**src/rtl/dpot_pkg.sv**
```systemverilog
package dpot_pkg;
  localparam int REG_W      = 8;
  localparam int NUM_WIPERS = 2;
  localparam int CTRL_BIT   = 6;

  localparam logic [3:0]       DEV_TYPE    = 4'b1010;
  localparam logic [REG_W-1:0] CTRL_ADDR   = 8'h10;
  localparam logic [REG_W-1:0] WIPER_RESET = 8'h80;

  typedef enum logic [1:0] {
    SEL_W0   = 2'd0,
    SEL_W1   = 2'd1,
    SEL_CTRL = 2'd2,
    SEL_NONE = 2'd3
  } regSel_t;

  typedef enum logic [2:0] {
    ST_IDLE,
    ST_ID,
    ST_ADDR,
    ST_WDATA,
    ST_RDATA
  } phase_t;

  // strobes from the protocol control to the register datapath
  typedef struct packed {
    logic             wrEn;
    regSel_t          wrSel;
    logic [REG_W-1:0] wrData;
  } regStrobe_t;
endpackage

```
**src/rtl/i2c_glitch_filter.sv**
```systemverilog
module i2c_glitch_filter #(
  parameter int SYNC_STAGES = 2,
  parameter int FILT_LEN    = 6
) (
  input  logic clk,
  input  logic rstN,
  input  logic rawIn,
  output logic cleanOut
);
  localparam int CNT_W = $clog2(FILT_LEN + 1);

  logic [SYNC_STAGES-1:0] syncChain;
  logic [CNT_W-1:0]       holdCnt;
  logic                   syncd;

  always_ff @(posedge clk or negedge rstN) begin
    if (!rstN) syncChain <= '1;
    else       syncChain <= {syncChain[SYNC_STAGES-2:0], rawIn};
  end

  assign syncd = syncChain[SYNC_STAGES-1];

  // a new level must persist FILT_LEN cycles before it is passed on
  always_ff @(posedge clk or negedge rstN) begin
    if (!rstN) begin
      cleanOut <= 1'b1;
      holdCnt  <= '0;
    end else if (syncd == cleanOut) begin
      holdCnt <= '0;
    end else if (holdCnt == CNT_W'(FILT_LEN - 1)) begin
      cleanOut <= syncd;
      holdCnt  <= '0;
    end else begin
      holdCnt <= holdCnt + 1'b1;
    end
  end

  p_filter_follow_r10: assert property (@(posedge clk) disable iff (!rstN)
    !$stable(cleanOut) |-> $past(syncd) == cleanOut)
    else $error("filtered line moved to a level not seen on the synchronizer");
endmodule

```
**src/rtl/dpot_ctrl.sv**
```systemverilog
module dpot_ctrl
  import dpot_pkg::*;
(
  input  logic             clk,
  input  logic             rstN,
  input  logic             sclF,
  input  logic             sdaF,
  input  logic [2:0]       strapAddr,
  input  logic [REG_W-1:0] rdData,
  output regSel_t          rdSel,
  output regStrobe_t       strobe,
  output logic             sdaPullLow
);
  phase_t           phase;
  regSel_t          ptr;
  logic [3:0]       bitCnt;
  logic [REG_W-1:0] rxShift, txShift;
  logic ackOn, txOn, rwRead, hostAck, sclQ, sdaQ;
  logic rise, fall, startEv, stopEv, ackDecide, wrEn;

  function automatic regSel_t decodeAddr(input logic [REG_W-1:0] a);
    if (a == 8'h00)           return SEL_W0;
    else if (a == 8'h01)      return SEL_W1;
    else if (a == CTRL_ADDR)  return SEL_CTRL;
    else                      return SEL_NONE;
  endfunction

  function automatic regSel_t nextSel(input regSel_t p);
    return (p == SEL_W0) ? SEL_W1 : SEL_NONE;
  endfunction

  assign rise    = sclF & ~sclQ;
  assign fall    = ~sclF & sclQ;
  assign startEv = sclF & sclQ & sdaQ & ~sdaF;
  assign stopEv  = sclF & sclQ & ~sdaQ & sdaF;
  assign wrEn    = rise && phase == ST_WDATA && bitCnt == 4'd8 && ackOn;

  always_comb begin
    ackDecide = 1'b0;
    case (phase)
      ST_ID:    ackDecide = rxShift[7:1] == {DEV_TYPE, strapAddr};
      ST_ADDR:  ackDecide = decodeAddr(rxShift) != SEL_NONE;
      ST_WDATA: ackDecide = ptr != SEL_NONE;
      default:  ackDecide = 1'b0;
    endcase
  end

  always_ff @(posedge clk or negedge rstN) begin
    if (!rstN) begin
      phase <= ST_IDLE;  ptr <= SEL_W0;   bitCnt <= '0;
      rxShift <= '0;     txShift <= '0;   ackOn <= 1'b0;
      txOn <= 1'b0;      rwRead <= 1'b0;  hostAck <= 1'b0;
      sclQ <= 1'b1;      sdaQ <= 1'b1;
    end else begin
      sclQ <= sclF;
      sdaQ <= sdaF;
      if (startEv) begin
        phase <= ST_ID;  bitCnt <= '0;  ackOn <= 1'b0;  txOn <= 1'b0;
      end else if (stopEv) begin
        phase <= ST_IDLE; bitCnt <= '0; ackOn <= 1'b0;  txOn <= 1'b0;
      end else if (rise && phase != ST_IDLE) begin
        if (bitCnt < 4'd8) begin
          bitCnt <= bitCnt + 1'b1;
          if (phase != ST_RDATA) rxShift <= {rxShift[6:0], sdaF};
        end else begin
          bitCnt <= 4'd9;
          if (phase == ST_RDATA) hostAck <= ~sdaF;
          if (wrEn) ptr <= nextSel(ptr);
        end
      end else if (fall && phase != ST_IDLE) begin
        if (phase == ST_RDATA && bitCnt >= 4'd1 && bitCnt <= 4'd7)
          txShift <= {txShift[6:0], 1'b0};
        if (bitCnt == 4'd8) begin
          txOn <= 1'b0;
          if (phase != ST_RDATA) begin
            ackOn <= ackDecide;
            if (phase == ST_ID) rwRead <= rxShift[0];
            if (phase == ST_ADDR && ackDecide) ptr <= decodeAddr(rxShift);
          end
        end
        if (bitCnt == 4'd9) begin
          ackOn  <= 1'b0;
          bitCnt <= '0;
          case (phase)
            ST_ID: begin
              if (!ackOn) phase <= ST_IDLE;
              else if (rwRead) begin
                phase <= ST_RDATA; txOn <= 1'b1;
                txShift <= rdData; ptr <= nextSel(ptr);
              end else phase <= ST_ADDR;
            end
            ST_ADDR:  phase <= ackOn ? ST_WDATA : ST_IDLE;
            ST_WDATA: phase <= ackOn ? ST_WDATA : ST_IDLE;
            ST_RDATA: begin
              if (hostAck) begin
                txOn <= 1'b1; txShift <= rdData; ptr <= nextSel(ptr);
              end else phase <= ST_IDLE;
            end
            default: phase <= ST_IDLE;
          endcase
        end
      end
    end
  end

  assign rdSel         = ptr;
  assign strobe.wrEn   = wrEn;
  assign strobe.wrSel  = ptr;
  assign strobe.wrData = rxShift;
  assign sdaPullLow    = ackOn | (txOn & ~txShift[7]);

  p_sda_low_phase_r2: assert property (@(posedge clk) disable iff (!rstN)
    !$stable(sdaPullLow) |-> !sclF)
    else $error("SDA drive changed while SCL high");
  p_idle_release_r9: assert property (@(posedge clk) disable iff (!rstN)
    phase == ST_IDLE |-> !sdaPullLow)
    else $error("SDA held low while idle");
  p_commit_acked_r4: assert property (@(posedge clk) disable iff (!rstN)
    strobe.wrEn |-> sdaPullLow)
    else $error("register written on a clock that was not acknowledged");
  p_id_match_r1: assert property (@(posedge clk) disable iff (!rstN)
    (phase == ST_ID && ackOn) |-> rxShift[7:1] == {DEV_TYPE, strapAddr})
    else $error("acknowledged a foreign identification byte");
  p_no_unmapped_write_r8: assert property (@(posedge clk) disable iff (!rstN)
    strobe.wrEn |-> strobe.wrSel != SEL_NONE)
    else $error("write strobe with no register selected");
endmodule

```
**src/rtl/dpot_regs.sv**
```systemverilog
module dpot_regs
  import dpot_pkg::*;
(
  input  logic                                 clk,
  input  logic                                 rstN,
  input  regStrobe_t                           strobe,
  input  regSel_t                              rdSel,
  output logic [REG_W-1:0]                     rdData,
  output logic [NUM_WIPERS-1:0][REG_W-1:0]     wiperPos,
  output logic [NUM_WIPERS-1:0]                wiperLoad,
  output logic                                 potEnable
);
  for (genvar g = 0; g < NUM_WIPERS; g++) begin : g_wiper
    logic hit;
    assign hit = strobe.wrEn && strobe.wrSel == regSel_t'(2'(g));

    always_ff @(posedge clk or negedge rstN) begin
      if (!rstN) begin
        wiperPos[g]  <= WIPER_RESET;
        wiperLoad[g] <= 1'b0;
      end else begin
        wiperLoad[g] <= hit;
        if (hit) wiperPos[g] <= strobe.wrData;
      end
    end

    p_wiper_hold_r4: assert property (@(posedge clk) disable iff (!rstN)
      !$stable(wiperPos[g]) |-> wiperLoad[g])
      else $error("wiper moved without a load pulse");
  end

  always_ff @(posedge clk or negedge rstN) begin
    if (!rstN) potEnable <= 1'b1;
    else if (strobe.wrEn && strobe.wrSel == SEL_CTRL)
      potEnable <= strobe.wrData[CTRL_BIT];
  end

  always_comb begin
    case (rdSel)
      SEL_W0:   rdData = wiperPos[0];
      SEL_W1:   rdData = wiperPos[1];
      SEL_CTRL: rdData = {1'b0, potEnable, 6'b0};
      default:  rdData = '0;
    endcase
  end

  p_ctrl_apply_r7: assert property (@(posedge clk) disable iff (!rstN)
    (strobe.wrEn && strobe.wrSel == SEL_CTRL) |=> potEnable == $past(strobe.wrData[CTRL_BIT]))
    else $error("control write did not take bit 6");
endmodule

```
**src/rtl/dpot_i2c_slave.sv**
```systemverilog
module dpot_i2c_slave
  import dpot_pkg::*;
#(
  parameter int SYNC_STAGES = 2,
  parameter int FILT_LEN    = 6
) (
  input  logic                             clk,
  input  logic                             rstN,
  input  logic                             sclIn,
  input  logic                             sdaIn,
  input  logic [2:0]                       strapAddr,
  output logic                             sdaPullLow,
  output logic [NUM_WIPERS-1:0][REG_W-1:0] wiperPos,
  output logic [NUM_WIPERS-1:0]            wiperLoad,
  output logic                             potEnable
);
  logic [1:0]       rawLines, cleanLines;
  regStrobe_t       strobe;
  regSel_t          rdSel;
  logic [REG_W-1:0] rdData;

  assign rawLines = {sdaIn, sclIn};

  for (genvar g = 0; g < 2; g++) begin : g_line
    i2c_glitch_filter #(.SYNC_STAGES(SYNC_STAGES), .FILT_LEN(FILT_LEN)) i_filt (
      .clk(clk), .rstN(rstN), .rawIn(rawLines[g]), .cleanOut(cleanLines[g]));
  end

  dpot_ctrl i_ctrl (
    .clk(clk), .rstN(rstN), .sclF(cleanLines[0]), .sdaF(cleanLines[1]),
    .strapAddr(strapAddr), .rdData(rdData), .rdSel(rdSel),
    .strobe(strobe), .sdaPullLow(sdaPullLow));

  dpot_regs i_regs (
    .clk(clk), .rstN(rstN), .strobe(strobe), .rdSel(rdSel), .rdData(rdData),
    .wiperPos(wiperPos), .wiperLoad(wiperLoad), .potEnable(potEnable));
endmodule

```
**config.mk**
```make
export PLATFORM = sky130hd
export DESIGN_NAME = dpot_i2c_slave
export DESIGN_NICKNAME = d
export VERILOG_FILES = /design/src/rtl/dpot_pkg.sv /design/src/rtl/i2c_glitch_filter.sv /design/src/rtl/dpot_ctrl.sv /design/src/rtl/dpot_regs.sv /design/src/rtl/dpot_i2c_slave.sv
export SDC_FILE = /design/constraint.sdc
export NUM_CORES = 1
export LEC_CHECK = 0
export BUFFER_PORTS_ARGS = -buffer_cell sky130_fd_sc_hd__buf_2
export CAP_MARGIN = 20
export CORE_MARGIN = 2
export CORE_UTILIZATION = 63
export CTS_CLUSTER_DIAMETER = 80
export DETAILED_ROUTE_END_ITERATION = 7
export GPL_TIMING_DRIVEN = 0
export PLACE_DENSITY = 0.84
export RECOVER_POWER = 100
export SYNTH_ARGS = -nofsm -noshare
export SYNTH_HDL_FRONTEND = slang
export SYNTH_SLANG_ARGS = --single-unit
export TNS_END_PERCENT = 50
```
**constraint.sdc**
```tcl
create_clock -name clk -period 5.5 [get_ports clk]
set_clock_uncertainty 0.1 [all_clocks]
set_input_delay 0.825 -clock clk [delete_from_list [all_inputs] [get_ports clk]]
set_output_delay 0.825 -clock clk [all_outputs]
set_load 0.02 [all_outputs]
```
==> impl_metrics.ini <==
[grt]
grt_pass1_wl_mm = 9.31
grt_pass1_vias = 1949
grt-ovfl-total = 0
antenna_found_initial = 0
grt.total_usage_pct = 23.6
grt_max_degree = 39

[floorplan]
start_util_pct = 64.7
io_pins = 27
die_h_um = 73.2
core-area_mm2 = 0.00466
dieWidth_um = 73.2
dieArea_mm2 = 0.00536
rows = 25

[timing]
tightest_slew_ns = 1.38
period_needed_ns = 2.65
setup_violations = 0
max_freq_mhz = 377
rsz0062_at_grt = false
setup_tns_ns = 0
layout_setup_ws_ns = 2.85
relSlewSlack_pct = 7.89
fin_crit_sh_pct = 48.3
whs_ns = 0.259
maxSlewViolCount = 0
hold_violations = 0

[synth]
synth.top_cell.area_share_pct = 42.3
yosysTopAreaCell = dfrtp_1
syn_nets = 265
syn_avg_cell_area_um2 = 11.9
ys_seq_area_share_pct = 51.9
synth.area.top_cells = dfrtp_1, mux2_2, dfstp_2
synth_most_common_cell = dfrtp_1
ys_warn_count = 0
synth_common_cells = dfrtp_1, mux2_2, nor2_1
synth_cell_types = 48
synth_flop_cell = dfrtp_1
async_reset_ff_share_pct = 100
synth_edf_count = 0
synthCells = 254
synth_seq_cells = 62
syn_area_mm2 = 0.00302

[drt]
num_vias = 2056
drt_iter0_drc = 101
avgViaCountPerCell = 5.86
first_pass_iters = 4
routed_wl_mm = 5.63
routedWlPerCell_um = 16.0
ant_nets = 0
drc = 0

[setup_path]
critPathKind = flip-flop to flip-flop
path_cells = inv_1 > ha_1 > and3b_1 > nand3_1 > nor3_1 > mux2_2
max_stage_delay_ns = 0.90
startpoint_type = flip-flop
cp_top_family = simple AND/OR/NAND/NOR gates
slowest_stage = nor3_1
cp.arrival_ns = 2.77
critPathBufInv = 1
worstPathRequired_ns = 5.62
end_kind = flip-flop
cp_max_fo = 8

[clock_network]
ctsResizeCount = 0
insertion_delay_ns = 0.34
h-tree-depth = 3
path_clk_slew_ns = 0.06
cts_tree = yes
clockBufferDepth = 2
numCtsBuffers = 9
cts_root_buf = clkbuf_8
clock-sinks = 62
hold_buffers = 0
postCtsSetupBuffers = 0

[layout]
synthToLayoutAreaGrowth_pct = 10.2
n_antenna_cell = 0
final_util_pct = 71.3
stdcell_count = 351
fin_nets = 303
drive_above_1_share_pct = 23.6

[place]
pre_cts_slack_ns = 3.33
portBuffers = 26
dp_hpwl_mm = 4.00
placedCellCount = 335
place.gp.congestion = 0.798

[flow_run]
cap_violations = 0

[power]
ir_drop_v = 0.000219
leakagePower_nw = 1.50
power_density_mw_per_mm2 = 289

[min_path]
min_path_type = flip-flop to flip-flop

[status]
outcome = finished, final reports clean
state kept, by name, indices dropped and copies added, names as in the netlist, 2 cells and up:
signal                   cells
i_regs.wiperPos             16
g_line.i_filt.syncChain      4
g_line.i_filt.cleanOut       2
i_ctrl.rxShift               8
i_ctrl.phase                 3
i_regs.wiperLoad             2
i_ctrl.txShift               8
g_line.i_filt.holdCnt        6
i_ctrl.bitCnt                4
i_ctrl.rdSel                 2
cell type report:
class	count	area [um2]
flip-flops and latches	62	1570
fillers	338	1340
multi-input cells	173	1310
clock buffers	11	131
repair buffers	27	124
plain buffers	12	67.6
well taps	54	67.6
clock inverters	5	27.5
inverters	7	26.3
routing by layer:
metal	GRT usage, %	wire length [um]
met1	33.6	2650
met2	33.9	2590
met3	4.83	260
met4	13.0	129
met5	0	0
metrics by stage:
| stage | total power [W] | cell area (um2) |
|---|---|---|
| floorplan | 0.000604 | 3020 |
| global placement | 0.000631 | 3210 |
| detailed placement | 0.000642 | 3230 |
| CTS | 0.000970 | 3390 |
| global route | 0.00101 | 3320 |
| finish | 0.000961 | 3320 |
layout by cell type (no fill, tap or decap), types with 2 or more instances in the layout:
cell      instances
a211oi_1          2
mux2_2           29
xnor2_1           3
clkinv_2          4
nand4b_1          3
buf_6             2
dfrtp_1          51
nor4_1            3
buf_2             8
dfstp_2          10
inv_1             7
ha_1              4
nor3_1           12
o21ai_0           7
nor3b_4           2
mux2i_1           9
and3b_1           3
clkbuf_1         28
a21oi_1           9
nand2_1          14
nand3_1           8
nor2b_1           2
nor2_1           17
a221o_1           6
nand3b_1         10
clkbuf_8          9
a32o_1            2
nor3b_1           6
and3_1            3
xor2_1            4
final timing paths:
| path | start | to | slack (ns) | cells after the start |
|---|---|---|---|---|
| min in group asynchronous | rstN | i_ctrl.txShift[2] | 0.69 | 1 |
| worst max-delay path | i_ctrl.bitCnt[0] | i_regs.wiperPos[5] | 2.85 | 6 |
| worst max register to register | i_ctrl.bitCnt[0] | i_regs.wiperPos[5] | 2.85 | 6 |
| worst min-delay path | g_line[1].i_filt.syncChain[0] | g_line[1].i_filt.syncChain[1] | 0.26 | 0 |
| worst min register to register | g_line[1].i_filt.syncChain[0] | g_line[1].i_filt.syncChain[1] | 0.26 | 0 |
| max in group asynchronous | rstN | i_ctrl.sclQ | 3.70 | 2 |
power breakdown:
part	switching, W	internal [W]
clock	0.000170	0.000160
sequential	0.0000317	0.000495
combinational	0.0000615	0.0000424
total	0.000263	0.000698
logic make-up after synthesis:
logic type                 after synthesis  synth area share [%]
AOI/OAI and AO/OA                       33                  8.18
xor gates and xnor gates                 7                  2.03
adders and majority gates                4                  1.66
buffers and inverters                   19                  3.28
DFF                                     62                  51.9
muxes                                   38                  13.8
and+or+nand+nor                         91                  19.1
worst register-to-register path, cell delays in order (launching register included):
cell,delay (ns)
dfrtp_1,0.44
inv_1,0.10
ha_1,0.17
and3b_1,0.24
nand3_1,0.15
nor3_1,0.90
mux2_2,0.43
Note: power is estimated with default switching activity, not from simulation.
